===== src/rtl/hset_pkg.sv =====
package hset_pkg;
  localparam int WORD_W    = 32;
  localparam int LANE_W    = 16;
  localparam int NUM_LANES = WORD_W / LANE_W;
  localparam int H_EXP_W   = 5;
  localparam int H_MAN_W   = 10;
  localparam int S_EXP_W   = 8;
  localparam int S_MAN_W   = 23;
  localparam int H_BIAS    = 15;
  localparam int S_BIAS    = 127;
  localparam int MAN_PAD   = S_MAN_W - H_MAN_W;

  typedef enum logic [1:0] {
    SWZ_PAIR = 2'd0,
    SWZ_WIDE = 2'd1,
    SWZ_LOW  = 2'd2,
    SWZ_HIGH = 2'd3
  } swz_e;

  typedef enum logic [1:0] {
    BOP_AND  = 2'd0,
    BOP_OR   = 2'd1,
    BOP_XOR  = 2'd2,
    BOP_AND2 = 2'd3
  } bop_e;

  // strobes from control to datapath
  typedef struct packed {
    logic [1:0]        swzA;
    logic [1:0]        swzB;
    logic              absA;
    logic              negA;
    logic              absB;
    logic              negB;
    logic              ftz;
    logic              takeLt;
    logic              takeEq;
    logic              takeGt;
    logic              takeUnord;
    logic              selOr;
    logic              selXor;
    logic              predEff;
    logic [LANE_W-1:0] trueWord;
  } ctrl_t;

  // exact FP16 -> FP32 conversion, subnormals normalised
  function automatic logic [WORD_W-1:0] widen16(input logic [LANE_W-1:0] h);
    logic [H_EXP_W-1:0] e;
    logic [H_MAN_W-1:0] m;
    logic [S_EXP_W-1:0] e32;
    logic [S_MAN_W-1:0] m32;
    int p;
    e = h[LANE_W-2 -: H_EXP_W];
    m = h[H_MAN_W-1:0];
    p = 0;
    if (&e) begin
      e32 = '1;
      m32 = {m, {MAN_PAD{1'b0}}};
    end else if (e != '0) begin
      e32 = S_EXP_W'(e) + S_EXP_W'(S_BIAS - H_BIAS);
      m32 = {m, {MAN_PAD{1'b0}}};
    end else if (m == '0) begin
      e32 = '0;
      m32 = '0;
    end else begin
      for (int i = 0; i < H_MAN_W; i++) if (m[i]) p = i;
      e32 = S_EXP_W'(p + S_BIAS - H_BIAS - H_MAN_W + 1);
      m32 = S_MAN_W'({m, {MAN_PAD{1'b0}}} << (H_MAN_W - p));
    end
    return {h[LANE_W-1], e32, m32};
  endfunction
endpackage


===== src/rtl/hset_ctrl.sv =====
module hset_ctrl
  import hset_pkg::*;
(
  input  logic [1:0] swzA,
  input  logic [1:0] swzB,
  input  logic       absA,
  input  logic       negA,
  input  logic       absB,
  input  logic       negB,
  input  logic [3:0] cmpCode,
  input  logic [1:0] bopCode,
  input  logic       predIn,
  input  logic       predInv,
  input  logic       ftzEn,
  input  logic       boolFloat,
  output ctrl_t      ctl
);
  localparam logic [LANE_W-1:0] ONE_HALF = 16'h3C00;

  always_comb begin
    ctl           = '0;
    ctl.swzA      = swzA;
    ctl.swzB      = swzB;
    ctl.absA      = absA;
    ctl.negA      = negA;
    ctl.absB      = absB;
    ctl.negB      = negB;
    ctl.ftz       = ftzEn;
    ctl.takeLt    = cmpCode[0];
    ctl.takeEq    = cmpCode[1];
    ctl.takeGt    = cmpCode[2];
    ctl.takeUnord = cmpCode[3];
    ctl.selOr     = (bopCode == BOP_OR);
    ctl.selXor    = (bopCode == BOP_XOR);
    ctl.predEff   = predIn ^ predInv;
    ctl.trueWord  = boolFloat ? ONE_HALF : '1;
  end
endmodule


===== src/rtl/hset_operand.sv =====
module hset_operand
  import hset_pkg::*;
(
  input  logic [WORD_W-1:0] word,
  input  logic [1:0]        swz,
  input  logic              absF,
  input  logic              negF,
  input  logic              ftz,
  output logic [WORD_W-1:0] laneVal [NUM_LANES]
);
  logic [NUM_LANES-1:0][LANE_W-1:0] halves;
  assign halves = word;

  logic wideSub;
  assign wideSub = (word[WORD_W-2 -: S_EXP_W] == '0);

  for (genvar g = 0; g < NUM_LANES; g++) begin : g_lane
    logic [LANE_W-1:0] pick;
    logic [WORD_W-1:0] wide;
    always_comb begin
      case (swz)
        SWZ_LOW:  pick = halves[0];
        SWZ_HIGH: pick = halves[NUM_LANES-1];
        default:  pick = halves[g];
      endcase
      if (swz == SWZ_WIDE)
        wide = (ftz && wideSub) ? {word[WORD_W-1], {(WORD_W-1){1'b0}}} : word;
      else if (ftz && pick[LANE_W-2 -: H_EXP_W] == '0)
        wide = widen16({pick[LANE_W-1], {(LANE_W-1){1'b0}}});
      else
        wide = widen16(pick);
    end
    // abs first, then negate
    assign laneVal[g] = {(wide[WORD_W-1] & ~absF) ^ negF, wide[WORD_W-2:0]};
  end
endmodule


===== src/rtl/hset_cmp.sv =====
module hset_cmp
  import hset_pkg::*;
(
  input  logic [WORD_W-1:0] a,
  input  logic [WORD_W-1:0] b,
  output logic              lt,
  output logic              eq,
  output logic              gt,
  output logic              unord
);
  logic nanA, nanB, zeroBoth, sameBits, magLess, signA, signB;
  logic [WORD_W-2:0] magA, magB;

  assign signA = a[WORD_W-1];
  assign signB = b[WORD_W-1];
  assign magA  = a[WORD_W-2:0];
  assign magB  = b[WORD_W-2:0];
  assign nanA  = (&a[WORD_W-2 -: S_EXP_W]) && (a[S_MAN_W-1:0] != '0);
  assign nanB  = (&b[WORD_W-2 -: S_EXP_W]) && (b[S_MAN_W-1:0] != '0);

  assign unord    = nanA | nanB;
  assign zeroBoth = (magA == '0) && (magB == '0);
  assign sameBits = (a == b);
  assign magLess  = (magA < magB);

  always_comb begin
    eq = ~unord & (zeroBoth | sameBits);
    lt = 1'b0;
    if (!unord && !eq) begin
      if (signA != signB) lt = signA;
      else if (signA)     lt = (magA > magB);
      else                lt = magLess;
    end
    gt = ~unord & ~eq & ~lt;
  end
endmodule


===== src/rtl/hset_dp.sv =====
module hset_dp
  import hset_pkg::*;
(
  input  logic [WORD_W-1:0] opA,
  input  logic [WORD_W-1:0] opB,
  input  ctrl_t             ctl,
  output logic [WORD_W-1:0] packedOut
);
  logic [WORD_W-1:0] laneA [NUM_LANES];
  logic [WORD_W-1:0] laneB [NUM_LANES];

  hset_operand u_opA (
    .word(opA), .swz(ctl.swzA), .absF(ctl.absA), .negF(ctl.negA),
    .ftz(ctl.ftz), .laneVal(laneA)
  );
  hset_operand u_opB (
    .word(opB), .swz(ctl.swzB), .absF(ctl.absB), .negF(ctl.negB),
    .ftz(ctl.ftz), .laneVal(laneB)
  );

  for (genvar g = 0; g < NUM_LANES; g++) begin : g_cmp
    logic lt, eq, gt, unord, hit, merged;
    hset_cmp u_cmp (
      .a(laneA[g]), .b(laneB[g]), .lt(lt), .eq(eq), .gt(gt), .unord(unord)
    );
    assign hit = unord ? ctl.takeUnord
                       : ((lt & ctl.takeLt) | (eq & ctl.takeEq) | (gt & ctl.takeGt));
    always_comb begin
      if (ctl.selXor)     merged = hit ^ ctl.predEff;
      else if (ctl.selOr) merged = hit | ctl.predEff;
      else                merged = hit & ctl.predEff;
    end
    assign packedOut[g*LANE_W +: LANE_W] = merged ? ctl.trueWord : '0;
  end
endmodule


===== src/rtl/hset_unit.sv =====
module hset_unit
  import hset_pkg::*;
(
  input  logic        clk,
  input  logic        rstN,
  input  logic [31:0] opA,
  input  logic [31:0] opB,
  input  logic [1:0]  swzA,
  input  logic [1:0]  swzB,
  input  logic        absA,
  input  logic        negA,
  input  logic        absB,
  input  logic        negB,
  input  logic [3:0]  cmpCode,
  input  logic [1:0]  bopCode,
  input  logic        predIn,
  input  logic        predInv,
  input  logic        ftzEn,
  input  logic        boolFloat,
  output logic [31:0] result
);
  ctrl_t             ctl;
  logic [WORD_W-1:0] nextWord;

  hset_ctrl u_ctrl (
    .swzA(swzA), .swzB(swzB), .absA(absA), .negA(negA), .absB(absB),
    .negB(negB), .cmpCode(cmpCode), .bopCode(bopCode), .predIn(predIn),
    .predInv(predInv), .ftzEn(ftzEn), .boolFloat(boolFloat), .ctl(ctl)
  );

  hset_dp u_dp (.opA(opA), .opB(opB), .ctl(ctl), .packedOut(nextWord));

  always_ff @(posedge clk or negedge rstN) begin
    if (!rstN) result <= '0;
    else       result <= nextWord;
  end
endmodule


===== config.mk =====
export PLATFORM = sky130hd
export DESIGN_NAME = hset_unit
export DESIGN_NICKNAME = d
export VERILOG_FILES = /design/src/rtl/hset_pkg.sv /design/src/rtl/hset_ctrl.sv /design/src/rtl/hset_operand.sv /design/src/rtl/hset_cmp.sv /design/src/rtl/hset_dp.sv /design/src/rtl/hset_unit.sv
export SDC_FILE = /design/constraint.sdc
export NUM_CORES = 1
export LEC_CHECK = 0
export BUFFER_PORTS_ARGS = -buffer_cell sky130_fd_sc_hd__buf_2
export CORE_UTILIZATION = 35
export DETAILED_ROUTE_END_ITERATION = 10
export PLACE_DENSITY = 0.6
export RECOVER_POWER = 100
export SLEW_MARGIN = 20
export SYNTH_ARGS = -nofsm -noshare
export SYNTH_HDL_FRONTEND = slang
export SYNTH_SLANG_ARGS = --single-unit

===== constraint.sdc =====
create_clock -name clk -period 1 [get_ports clk]
set_input_delay 0.2 -clock clk [delete_from_list [all_inputs] [get_ports clk]]
set_output_delay 0.2 -clock clk [all_outputs]
set_load 0.1 [all_outputs]

==> results.json, run 1 <==
{
  "status": "finished, violations left",
  "violations": "setup timing",
  "cts_buffer_depth": 2,
  "cts.sinks": 4,
  "grt_pass1_vias": 12800,
  "yosys_warnings": 0,
  "worstPathRequired_ns": 1.11,
  "p_int_mw": 6.30,
  "syn_nets": 1451,
  "final_cell_mix": "buf_4 (546), nand2_1 (129), nor2_1 (112), buf_2 (80)",
  "arrival_ns": 5.59,
  "synth-seq-cells": 4,
  "synthFlopType": "dfrtp_1",
  "cp-start-kind": "input port",
  "routed_via_density": 5.99,
  "syn2layout_area_growth_pct": 72.6,
  "cpPeakStageDelay_ns": 0.51,
  "coreArea_mm2": 0.0242,
  "synth_largest_area_cell": "ha_1",
  "largest_register_ffs": 4,
  "clockPowerShare_pct": 4.6,
  "nets": 2032,
  "min_path_type": "in -> reg",
  "switchingPower_mw": 6.79,
  "pwr-share-comb_pct": 93.2,
  "async_reset_ff_share_pct": 100,
  "fin_ws_ns": -4.48,
  "hold_violations": 0,
  "diodes": 0,
  "crit_fanout": 4,
  "seqPwrFrac_pct": 2.2,
  "p_per_area_mw_per_mm2": 877,
  "die_w_um": 159,
  "die_area_mm2": 0.0253,
  "slew_headroom_pct": 60.2,
  "grt_pass1_wl_um": 70900,
  "setup_violations": 36,
  "place_congestion": 1.03,
  "ctsRootBufferMaster": "clkbuf_16",
  "htree_levels": 1,
  "period_minus_slack_ns": 5.48,
  "dpl.hpwl_um": 37200,
  "die_h_um": 159,
  "synth_edf_count": 0,
  "fmax_mhz": 183,
  "drc": 0,
  "p_leak_nw": 6.88,
  "clkTransAtPathRegs_ns": 0.03,
  "top_register": "result",
  "ant_nets": 0,
  "instances_no_fill": 2205,
  "grt_max_degree": 30,
  "dp_slack_ns": -4.94,
  "drv_cap": 0,
  "rsz0062_at_grt": "true",
  "dr.first_iter.drc_count": 1430,
  "syn_area_per_cell_um2": 6.64,
  "port_buffers": 115,
  "num_rows": 57,
  "end_kind": "register",
  "crit_type": "in -> reg",
  "dp.cells": 2150,
  "syn_area_mm2": 0.00865,
  "largestRegisters": "result (4)",
  "avgRoutedWirePerCell_um": 20.6,
  "finalCritPeriodShare_pct": 548,
  "initial_core_util_pct": 35.7,
  "firstDrtPassIters": 6,
  "antenna_found_initial": 0,
  "vdd_drop_max_v": 0.000898,
  "routed_wl_um": 45500,
  "cts_tree": "built",
  "synthCells": 1302,
  "synthTopCellsByArea": "ha_1 (9.4%), mux2i_1 (8.2%), nand2_1 (5.9%)",
  "cpMaxStageDelayCell": "or4_1",
  "grt_remaining_overflow": 0,
  "synth_top_area_share_pct": 9.41,
  "mostFrequentLayoutCell": "buf_4",
  "drive_above_1_share_pct": 45.8,
  "finalPower_mw": 13.1,
  "netlist-cell-type-count": 96,
  "track_usage_pct": 34.5,
  "io_pins": 116,
  "switching_share_pct": 51.9,
  "cts_buffers": 3,
  "min_path_cells": 2,
  "worstMarginPinSlew_ns": 0.589,
  "yosysSeqAreaShare_pct": 1.16,
  "vias": 13200,
  "maxSlewViolCount": 0
}
-- worst max-delay path, delay by kind of cell --
family / cells / cell delay (ns)
simple gates: 11 / 2.19
fa+ha+maj: 3 / 0.86
mux: 2 / 0.59
compound gates: 10 / 1.56
buf+inv: 2 / 0.16
-- synth_stat cells, types with 22 or more instances --
library cell	count
nand2_1	135
nor2_1	122
a21oi_1	83
o21ai_0	83
mux2i_1	71
ha_1	65
clkbuf_1	58
inv_1	49
nor3_1	38
nand4_1	34
nand3_1	33
buf_4	30
mux2_2	29
a22oi_1	26
a21o_1	23
a31oi_1	22
o211ai_1	22
-- per-stage QoR --
step / utilization, % / cell area (um^2) / hold slack [ns] / TNS (ns)
2_1_floorplan: - / 9320 / -0.0956 / -22.36
6_report: 61.6 / 14900 / 0.175 / -24.55
4_1_cts: 59.6 / 14500 / 0.158 / -24.58
3_3_place_gp: 56.8 / 13800 / 0.00534 / -19.10
5_1_grt: 61.6 / 14900 / 0.170 / -26.00
3_5_place_dp: 56.8 / 13800 / 0.00701 / -19.80
-- cells by family after synthesis --
family / count (synthesis) / synth area share (%)
XOR/XNOR: 18 / 1.91
AND/OR/NAND/NOR: 515 / 30.4
AO/OA/AOI/OAI: 432 / 34.6
adder cells (fa/ha/maj): 65 / 9.41
flip-flops: 4 / 1.16
buffers and inverters: 160 / 8.64
multiplexers: 108 / 13.9
-- path summary, 6_finish.rpt --
kind,slack (ns),end,startpoint
min in group asynchronous,0.35,result[15],rstN
max in group asynchronous,0.45,result[30],rstN
max,-4.48,result[15],swzA[0]
min,0.17,result[15],boolFloat
-- cell type report --
cell class | instances | area [um^2]
timing repair buffer | 685 | 5570
sequential | 4 | 115
tap | 324 | 405
inverter | 51 | 191
multi-input combinational | 1138 | 8570
fill | 2231 | 9320
clock buffer | 3 | 75.1
-- power groups by stage --
stage / logic [mW] / registers [mW] / clock network (mW)
2_1_floorplan: 6.34 / 0.532 / 0
3_3_place_gp: 10.9 / 0.273 / 0
3_5_place_dp: 11.0 / 0.275 / 0
4_1_cts: 11.6 / 0.287 / 0.615
5_1_grt: 12.9 / 0.291 / 0.636
6_report: 12.2 / 0.284 / 0.608
-- metal layers --
layer / track usage, % / vias to the layer above / share of wire (%)
met3: 3.49 / 119 / 9.2
met2: 55.8 / 798 / 45
met4: 11.3 / 0 / 3.4
li1: - / 6147 / -
met5: 0 / - / 0
met1: 47.9 / 6154 / 43
-- timing repair --
| item | in CTS | in global routing |
|---|---|---|
| buffers inserted | 31 | 18 |
| gates cloned | 3 | 2 |
| setup endpoints to repair | 36 | 36 |
| pin swaps | 49 | 54 |
| gates resized for setup | 67 | 79 |
| hold buffers | 1 | 0 |
| hold endpoints to repair | 4 | 0 |
(Power assumes the default switching activity.)
==> run 2: changes to the inputs <==
Settings changed: BUFFER_PORTS_ARGS -buffer_cell sky130_fd_sc_hd__buf_2 to default, DONT_BUFFER_PORTS from default to 1, PLACE_DENSITY 0.6 to 0.56.
==> results.json, run 2 (synthesis results as in run 1) <==
{
  "clkTransAtPathRegs_ns": 0.03,
  "cts_buffers": 3,
  "dr.first_iter.drc_count": 1334,
  "crit_path_frequent_cell": "nand4_1",
  "largestRegisters": "result (4)",
  "antenna_found_initial": 0,
  "crit_type": "in -> reg",
  "nets": 1789,
  "dp.cells": 1941,
  "fin_setup_tns_ns": -25.60,
  "hold_violations": 0,
  "grt_pass1_wl_um": 66900,
  "worstMarginPinSlew_ns": 0.555,
  "finalCritPeriodShare_pct": 528,
  "die_area_mm2": 0.0253,
  "top_register": "result",
  "fin_ws_ns": -4.28,
  "cts_buffer_depth": 2,
  "setup_violations": 36,
  "syn2layout_area_growth_pct": 47.8,
  "routed_wl_um": 42600,
  "fmax_mhz": 190,
  "routed_via_density": 6.17,
  "final_util_pct": 52.7,
  "maxSlewViolCount": 0,
  "end_kind": "register",
  "io_pins": 116,
  "cpMaxStageDelayCell": "mux4_2",
  "avgRoutedWirePerCell_um": 21.7,
  "p_leak_nw": 5.62,
  "crit_family": "compound AO/OA/AOI/OAI gates",
  "num_rows": 57,
  "largest_register_ffs": 4,
  "cts_tree": "built",
  "holdWs_ns": 0.0342,
  "status": "finished, violations left",
  "grt_remaining_overflow": 0,
  "ant_nets": 0,
  "coreArea_mm2": 0.0242,
  "drive_above_1_share_pct": 36.1,
  "rsz0062_at_grt": "true",
  "track_usage_pct": 32.8,
  "drv_cap": 0,
  "firstDrtPassIters": 8,
  "drc": 0,
  "crit_buf_inv": 1,
  "period_minus_slack_ns": 5.28,
  "cts.sinks": 4,
  "dpl.hpwl_um": 35000,
  "vias": 12100,
  "grt_pass1_vias": 12000,
  "finalPower_mw": 11.1,
  "vdd_drop_max_v": 0.00122,
  "min_path_type": "in -> reg",
  "die_h_um": 159,
  "cp-start-kind": "input port",
  "instances_no_fill": 1962,
  "arrival_ns": 5.39,
  "diodes": 0,
  "htree_levels": 1,
  "mostFrequentLayoutCell": "buf_4",
  "grt_max_degree": 34,
  "final_cell_mix": "buf_4 (417), nand2_1 (130), nor2_1 (112), a21oi_1 (75), o21ai_0 (74)",
  "die_w_um": 159,
  "violations": "setup timing",
  "worstPathRequired_ns": 1.11,
  "cpPeakStageDelay_ns": 0.53,
  "slew_headroom_pct": 63.0,
  "place_congestion": 1.02,
  "crit_fanout": 21,
  "initial_core_util_pct": 35.7,
  "port_buffers": 0,
  "p_per_area_mw_per_mm2": 866,
  "ctsRootBufferMaster": "clkbuf_16"
}
==> run 2: timing repair <==
item / 4_1_cts / 5_1_grt
resized for setup: 53 / 26
pin swaps: 28 / 25
hold buffers: 1 / 0
hold endpoints to repair: 4 / 0
setup endpoints to repair: 36 / 36
setup buffers: 14 / 3
gates cloned: 0 / 0
==> run 2: report_power, final <==
part | internal, mW | switching, mW | total (mW) | leakage [nW]
clock network | 0.511 | 0.111 | 0.622 | 0.0370
logic | 4.45 | 5.73 | 10.2 | 5.54
registers | 0.207 | 0.0569 | 0.264 | 0.0446
==> run 2: final cells by class <==
type / instances / area (um^2)
multi-input cells: 1138 / 8370
well taps: 324 / 405
clock buffers: 3 / 75.1
flip-flops and latches: 4 / 115
fillers: 2451 / 11500
repair buffers: 442 / 3620
inverters: 51 / 191
==> run 2: path summary, 6_finish.rpt <==
kind,cells past startpoint,startpoint,slack (ns),to
min in group asynchronous,1,rstN,0.25,result[30]
worst max-delay path,28,swzA[0],-4.28,result[15]
max in group asynchronous,1,rstN,0.55,result[15]
worst min-delay path,1,boolFloat,0.03,result[15]
==> run 2: stage by stage <==
stage	setup WS (ns)	cell area, um^2
6_report	-4.28	12800
5_1_grt	-4.56	12800
4_1_cts	-4.16	12600
3_5_place_dp	-4.62	12100
3_3_place_gp	-4.51	12100
2_1_floorplan	-4.40	9320
==> run 2: layer usage <==
metal | up-vias | share of wire, % | GRT usage (%)
met2 | 673 | 45 | 54.4
met4 | 0 | 3.8 | 11.2
met5 | - | 0 | 0
met1 | 5657 | 42 | 43.4
li1 | 5654 | - | -
met3 | 120 | 9.3 | 4.66
==> run 3: changes to the inputs <==
Settings changed: GPL_TIMING_DRIVEN from default to 0.
==> results.json, run 3 (synthesis results as in run 1) <==
{
  "multiInputGateArea_mm2": 0.00885,
  "final_util_pct": 47.8,
  "ant_nets": 0,
  "antenna_found_initial": 0,
  "routed_via_density": 6.76,
  "period_minus_slack_ns": 5.58,
  "nFillCells": 2442,
  "port_buffers": 0,
  "place_congestion": 0.990,
  "worstPathRequired_ns": 1.11,
  "dpl.hpwl_um": 31900,
  "mostFrequentLayoutCell": "nand2_1",
  "grt_remaining_overflow": 0,
  "avgRoutedWirePerCell_um": 24.8,
  "rsz0062_at_grt": "true",
  "vias": 11700,
  "drc": 0,
  "largest_register_ffs": 4,
  "cts_buffers": 3,
  "die_h_um": 159,
  "grt_max_degree": 11,
  "min_path_type": "in -> reg",
  "diodes": 0,
  "violations": "setup timing",
  "drv_cap": 0,
  "top_register": "result",
  "syn2layout_area_growth_pct": 34.0,
  "crit_fanout": 10,
  "vdd_drop_max_v": 0.000783,
  "nets": 1554,
  "slew_headroom_pct": 35.1,
  "drive_above_1_share_pct": 27.2,
  "track_usage_pct": 31.9,
  "crit_type": "in -> reg",
  "grt_pass1_vias": 10800,
  "dr.first_iter.drc_count": 1402,
  "p_per_area_mw_per_mm2": 942,
  "clkTransAtPathRegs_ns": 0.03,
  "setup_violations": 36,
  "status": "finished, violations left",
  "cts_tree": "built",
  "die_area_mm2": 0.0253,
  "largestRegisters": "result (4)",
  "coreArea_mm2": 0.0242,
  "p_leak_nw": 4.54,
  "end_kind": "register",
  "grt_pass1_wl_um": 64600,
  "firstDrtPassIters": 5,
  "holdWs_ns": 0.0326,
  "routed_wl_um": 42800,
  "hold_violations": 0,
  "initial_core_util_pct": 35.7,
  "htree_levels": 1,
  "fmax_mhz": 179,
  "cp-start-kind": "input port",
  "final_cell_mix": "nand2_1 (127), nor2_1 (112), buf_4 (97), o21ai_0 (66), a21oi_1 (65)",
  "cts.sinks": 4,
  "ctsRootBufferMaster": "clkbuf_16",
  "worstMarginPinSlew_ns": 0.947,
  "arrival_ns": 5.69,
  "cts_buffer_depth": 2,
  "finalCritPeriodShare_pct": 558,
  "fin_ws_ns": -4.58,
  "regArea_um2": 115,
  "num_rows": 57,
  "io_pins": 116,
  "maxSlewViolCount": 0,
  "die_w_um": 159
}
==> run 3: cell types whose count changed in the layout (fill, tap and decap cells not counted), sizes merged <==
cell,previous run,this run
clkbuf,3,51
buf,441,158
==> run 3: layout make-up <==
type,instances,area share [%]
tap,324,3.50
buffer,104,9.60
multi-input combinational,1138,76.4
clock buffer,3,0.648
timing repair buffer,103,7.20
sequential,4,0.993
inverter,51,1.70
==> run 3: where the power goes <==
part	leakage, nW	switching (mW)	internal, mW	total (mW)
Sequential	0.0446	0.309	0.205	0.513
Combinational	4.46	5.88	3.90	9.78
Clock	0.0370	0.113	0.511	0.623
Total	4.54	6.30	4.62	10.9
==> run 3: repair_timing <==
| item | 4_1_cts | 5_1_grt |
|---|---|---|
| resized for setup | 140 | 108 |
| setup buffers | 61 | 39 |
| endpoints found under the setup margin | 36 | 36 |
| gates cloned | 0 | 2 |
| pin swaps | 48 | 56 |
| endpoints found under the hold margin | 4 | 0 |
| hold buffers | 1 | 0 |
==> run 3: routing by layer <==
metal,vias to the layer above,wire length (um),global-route usage (%)
met1,5517,17000,42.1
met3,166,4660,6.04
li1,5188,-,-
met4,0,1910,11.8
met5,-,0,0
met2,811,19200,51.5
==> run 3: path summary, 6_finish.rpt <==
check,start,end,slack (ns),cells after the start
min in group asynchronous,rstN,result[30],0.25,1
max in group asynchronous,rstN,result[15],0.56,1
hold / removal,boolFloat,result[30],0.03,1
setup / recovery,swzA[0],result[15],-4.58,28
==> run 3: worst max-delay path, stage by stage <==
cell	delay (ns)
buf_12	0.11
nand2_4	0.09
mux2_4	0.34
o311ai_4	0.36
nand2_2	0.12
nand2_1	0.09
a21oi_1	0.10
ha_4	0.18
clkbuf_8	0.16
or4_4	0.51
or4_1	0.51
o211ai_1	0.17
ha_1	0.31
a21o_1	0.17
a21o_1	0.18
a21oi_2	0.14
o21ai_1	0.07
and3_1	0.19
nor3_2	0.24
or3_1	0.15
nand4_1	0.10
o31ai_2	0.26
o21a_1	0.18
ha_1	0.22
mux2_4	0.27
nand2_2	0.06
o21ai_2	0.05
nor2b_1	0.12
==> run 3: per-stage QoR <==
step                setup TNS [ns]  area [um^2]  cells  worst slack (ns)  total power [mW]
floorplan                   -22.36         9320   1302             -4.40              6.88
global placement            -28.22         9730   1626             -5.93              8.49
detailed placement          -28.24         9730   1626             -5.91              8.48
CTS                         -30.54        10900   1687             -4.44              10.0
global route                -31.94        11600   1727             -4.83              11.5
finish                      -30.54        11600   1727             -4.58              10.9
